$ cat src/rtl/cyc_seq.sv
module cyc_seq #(
  parameter int AW = 8
) (
  input  logic          clk,
  input  logic          rst_n,
  input  logic          start,
  output logic [AW-1:0] imem_addr,
  input  logic [7:0]    imem_data,
  output logic          busy,
  output logic          done,
  output logic          err,
  output logic [7:0]    port_bus,
  output logic          ale,
  output logic          dle
);
  localparam int KW = $clog2(9 + 3 * 256);
  localparam logic [7:0] OP_PCH  = 8'h20;
  localparam logic [7:0] OP_PST  = 8'h21;
  localparam logic [7:0] OP_HALT = 8'hFF;

  logic [AW-1:0] pc;
  logic [KW-1:0] k, last;
  logic [7:0]    op, arg, arg2;
  logic [KW-1:0] nn;

  function automatic logic is_nop(input logic [7:0] o);
    return o[7:2] == 6'd0;
  endfunction
  function automatic logic is_wait(input logic [7:0] o);
    return o == 8'h10 || o == 8'h11 || o == 8'h12;
  endfunction
  function automatic logic [KW-1:0] first_last(input logic [7:0] o);
    if (is_nop(o))     return KW'(3) + KW'(o[1:0]);
    if (o == OP_PCH)   return KW'(19);
    if (o == OP_PST)   return KW'(6);
    if (is_wait(o))    return '1;
    return KW'(3);
  endfunction
  function automatic logic [AW-1:0] cmd_size(input logic [7:0] o);
    if (o == OP_PCH)              return AW'(3);
    if (o == OP_PST || is_wait(o)) return AW'(2);
    return AW'(1);
  endfunction

  assign busy      = run;
  assign imem_addr = pc + ((k == KW'(1)) ? AW'(1) : (k == KW'(2)) ? AW'(2) : AW'(0));
  assign nn        = (imem_data == 8'd0) ? KW'(256) : KW'(imem_data);

  logic run;

  always_ff @(posedge clk or negedge rst_n) begin
    if (!rst_n) begin
      run <= 1'b0; done <= 1'b0; err <= 1'b0;
      pc <= '0; k <= '0; last <= '0;
      op <= '0; arg <= '0; arg2 <= '0;
      port_bus <= '0; ale <= 1'b0; dle <= 1'b0;
    end else if (!run) begin
      if (start) begin
        run <= 1'b1; pc <= '0; k <= '0; done <= 1'b0; err <= 1'b0;
      end
    end else begin
      k <= k + KW'(1);
      if (k == '0) begin
        op <= imem_data;
        if (imem_data == OP_HALT) begin
          run  <= 1'b0;
          done <= 1'b1;
        end else begin
          last <= first_last(imem_data);
          if (!(is_nop(imem_data) || is_wait(imem_data) ||
                imem_data == OP_PCH || imem_data == OP_PST))
            err <= 1'b1;
        end
      end
      if (k == KW'(1)) begin
        arg <= imem_data;
        if (is_wait(op)) last <= KW'(6) + KW'(op[1:0]) + KW'(3) * nn;
      end
      if (k == KW'(2)) arg2 <= imem_data;
      if (op == OP_PCH && k != '0) begin
        case (k)
          KW'(4):  dle      <= 1'b0;
          KW'(6):  port_bus <= arg;
          KW'(7):  ale      <= 1'b1;
          KW'(9):  ale      <= 1'b0;
          KW'(11): port_bus <= arg2;
          KW'(12): dle      <= 1'b1;
          default: ;
        endcase
      end
      if (op == OP_PST && k == KW'(2)) port_bus <= arg;
      if (k != '0 && k == last) begin
        k  <= '0;
        pc <= pc + cmd_size(op);
      end
    end
  end
endmodule


$ cat config.mk
export PLATFORM = sky130hd
export DESIGN_NAME = cyc_seq
export DESIGN_NICKNAME = d
export VERILOG_FILES = /design/src/rtl/cyc_seq.sv
export SDC_FILE = /design/constraint.sdc
export NUM_CORES = 1
export LEC_CHECK = 0
export ABC_AREA = 1
export ABC_CLOCK_PERIOD_IN_PS = 2110
export BUFFER_PORTS_ARGS = -buffer_cell sky130_fd_sc_hd__buf_2
export CORE_ASPECT_RATIO = 1.2
export CORE_MARGIN = 4
export CORE_UTILIZATION = 50
export DETAILED_ROUTE_END_ITERATION = 8
export PLACE_DENSITY = 0.71
export SETUP_SLACK_MARGIN = 0.15
export SYNTH_ARGS = -nofsm -noshare
export SYNTH_HDL_FRONTEND = slang
export SYNTH_SLANG_ARGS = --single-unit
$ cat constraint.sdc
create_clock -name clk -period 2.11 [get_ports clk]
set_input_delay 0.3165 -clock clk [delete_from_list [all_inputs] [get_ports clk]]
set_output_delay 0.3165 -clock clk [all_outputs]
set_load 0.02 [all_outputs]
==> flow_summary.toml <==
[global_route]
grt.overflow.total = 0
grt_max_degree = 66
grt_pass1_wl_mm = 19.86
grt_pass1_vias = 4460
antenna_found_initial = 0
grt_usage_pct = 22.92

[final_layout]
area_delta_synth_final_pct = 39.92
final_area_um2 = 6530
drive_gt1_share_pct = 35.64
nets = 825
fin_util_pct = 71.91
n_fill_cell = 664
num_antenna_cells = 0

[floorplanning]
die_w_um = 96.20
ios = 32
die_area_um2 = 10950
core_area_um2 = 9081
die_h_um = 113.8
start_util_pct = 51.39
num_rows = 38

[pwr]
peakVddDrop_v = 0.0005126
power_w = 0.006945
leakage_nw = 3.384
p_per_area_nw_per_um2 = 1064

[sta]
clock.fmax_mhz = 376.1
finClkSkew_ps = 14.90
setup_slack_ps = -549.0
rsz0062_at_grt = "yes"
holdWs_ps = 302.3
slew_viol_final = 0
min_period_ps = 2659
timing.final.crit_share_pct = 126.0
hold_violations = 0
tightest_slew_ps = 459.4
maxSlewHeadroom_pct = 69.30
setup-violations-final = 24

[routing]
drc = 0
drt_iter0_markers = 296
routed_via_density = 5.227
wl_per_cell_um = 14.40
first_pass_iters = 4
vias = 4704
drt_wl_total_mm = 12.96
ant_nets = 0

[placement]
place.port_buffers = 31
gp_congestion = 0.8565
dpl_cell_area_um2 = 5652
dpl.hpwl_mm = 8.664

[synth]
syn-cell-area_um2 = 4667
ys_async_sr_fraction_pct = 100.0
syn_nets = 705
synth_area_leader_cell = "dfrtp_1"
post-synth-top-count-cell = "nand2_1"
synth-seq-cells = 65
synthCells = 655
netlist.area_leader.share_pct = 34.85
yosysWarnings = 0
synthTopCellsByCount = "nand2_1 (223), inv_1 (78), nand3_1 (72)"
synth_edf_count = 0
syn_avg_cell_area_um2 = 7.125
ys_top_cells_by_area = "dfrtp_1 (35%), nand2_1 (18%), ha_1 (9.7%)"
ys.flop_type = "dfrtp_1"
ys_seq_area_share_pct = 34.85
synth.distinct_cells = 33

[cts]
clock_path_buffers = 2
clock_sinks = 65
cts_tree = "yes"
htree_levels = 3
numCtsBuffers = 9
clk_pin_slew_worst_paths_ps = 80
cts_root_buffer = "clkbuf_8"
clock_latency_ps = 360

[hold_path]
hold_depth = 4
min_path_type = "in2reg"

[setup_path]
cp_slowest_cell = "dfrtp_1"
start_kind = "register"
r2r_slack_ps = -130
cp.arrival_ps = 2340
path_class = "reg2out"
crit_required_ps = 1790
cpPeakStageDelay_ps = 460
crit_chain = "inv_2, ha_4, nand2_2, nor2_4, ha_4, inv_2, fa_2, nor3_4, xor2_2, buf_4"
endpoint_kind = "primary output"
reg2reg_depth = 18
path_max_fanout = 3

[flow_run]
drv_cap = 0

[run_status]
violations = "negative setup slack"
outcome = "finished with violations"
[worst max-delay path: cells and delay by family, from the launching register on]
family                     cells  cell delay [ps]
DFF                            1              460
and+or+nand+nor                3              370
adders and majority gates      3              710
buffers and inverters          3              300
xor gates and xnor gates       1              130
[worst paths after layout]
path                                     from                      end
max                          k[1]$_DFFE_PN0P_             imem_addr[6]
min                              imem_data[1]        op[1]$_DFFE_PN0P_
max reg2reg                  k[1]$_DFFE_PN0P_  port_bus[6]$_DFFE_PN0P_
min reg2reg                arg[2]$_DFFE_PN0P_       arg[2]$_DFFE_PN0P_
max in group asynchronous               rst_n         k[0]$_DFFE_PN0P_
min in group asynchronous               rst_n       arg[7]$_DFFE_PN0P_
[cells by family (layout without fill, tap and decap cells)]
kind of cell	count (synthesis)	count (layout)	share of synthesized area, %
fa+ha+maj	39	39	10.94
xor+xnor	24	24	4.504
compound gates	56	56	6.300
flops	65	65	34.85
buf+inv	96	219	8.096
simple gates	375	377	35.31
[power breakdown]
| group | total [W] | switching (W) | leakage [nW] | internal (W) |
|---|---|---|---|---|
| clock | 0.000988 | 0.000555 | 0.0822 | 0.000433 |
| sequential | 0.00224 | 0.000495 | 0.781 | 0.00175 |
| combinational | 0.00371 | 0.00197 | 2.52 | 0.00175 |
| total | 0.00694 | 0.00302 | 3.38 | 0.00393 |
[repair_timing]
item / 4_1_cts / 5_1_grt
endpoints found under the setup margin: 17 / 57
gates resized for setup: 51 / 89
endpoints found under the hold margin: 57 / 0
pin swaps: 21 / 53
hold buffers: 1 / 0
gates cloned: 0 / 2
buffers inserted: 15 / 10
[layout by cell type, fill, tap and decap left out, types with 5 or more instances in the layout]
| master | n |
|---|---|
| nand2_1 | 192 |
| buf_4 | 77 |
| dfrtp_1 | 63 |
| inv_1 | 57 |
| nand3_1 | 57 |
| nor2_1 | 27 |
| nand2_2 | 27 |
| o21ai_0 | 27 |
| buf_6 | 26 |
| ha_1 | 23 |
| inv_2 | 18 |
| nor2_4 | 17 |
| buf_2 | 15 |
| xor2_1 | 14 |
| nand3_2 | 12 |
| nor2_2 | 10 |
| ha_4 | 10 |
| o21ai_1 | 9 |
| clkbuf_8 | 9 |
| nand2_4 | 8 |
| nand4_1 | 7 |
| nand3_4 | 6 |
| clkinvlp_4 | 5 |
| xnor2_1 | 5 |
| a21oi_1 | 5 |
[cell type report]
type                       instances  area [um^2]  share of cell area (%)
inverter                          81        319.1                   4.886
timing repair buffer             122         1016                   15.56
sequential                        65         1629                   24.95
tap                              120        150.1                   2.299
clock inverter                     7        53.80                  0.8239
clock buffer                       9        123.9                   1.897
multi-input combinational        496         3238                   49.59
[registers in the layout, summed over array words and instances (netlist names)]
signal / count
ale: 1
arg: 8
arg2: 8
busy: 1
dle: 1
done: 1
err: 1
k: 10
last: 10
op: 8
pc: 8
port_bus: 8
[through the flow]
| stage | setup WS (ps) | instances | setup TNS, ps |
|---|---|---|---|
| after floorplan | -85.22 | 655 | -268.1 |
| after global placement | -190.4 | 856 | -1320 |
| after detailed placement | -241.8 | 856 | -2338 |
| after CTS | -510.9 | 888 | -3625 |
| after global routing | -599.6 | 900 | -6193 |
| final | -549.0 | 900 | -4414 |
[per-layer routing]
layer / part of all wire [%] / vias to the layer above / global-route usage, %
met5: 0 / - / 0
met4: 2.0 / 0 / 8.349
met3: 3.6 / 22 / 3.166
met2: 55 / 103 / 41.41
met1: 40 / 2272 / 27.07
li1: - / 2307 / -
(Power assumes the default switching activity.)
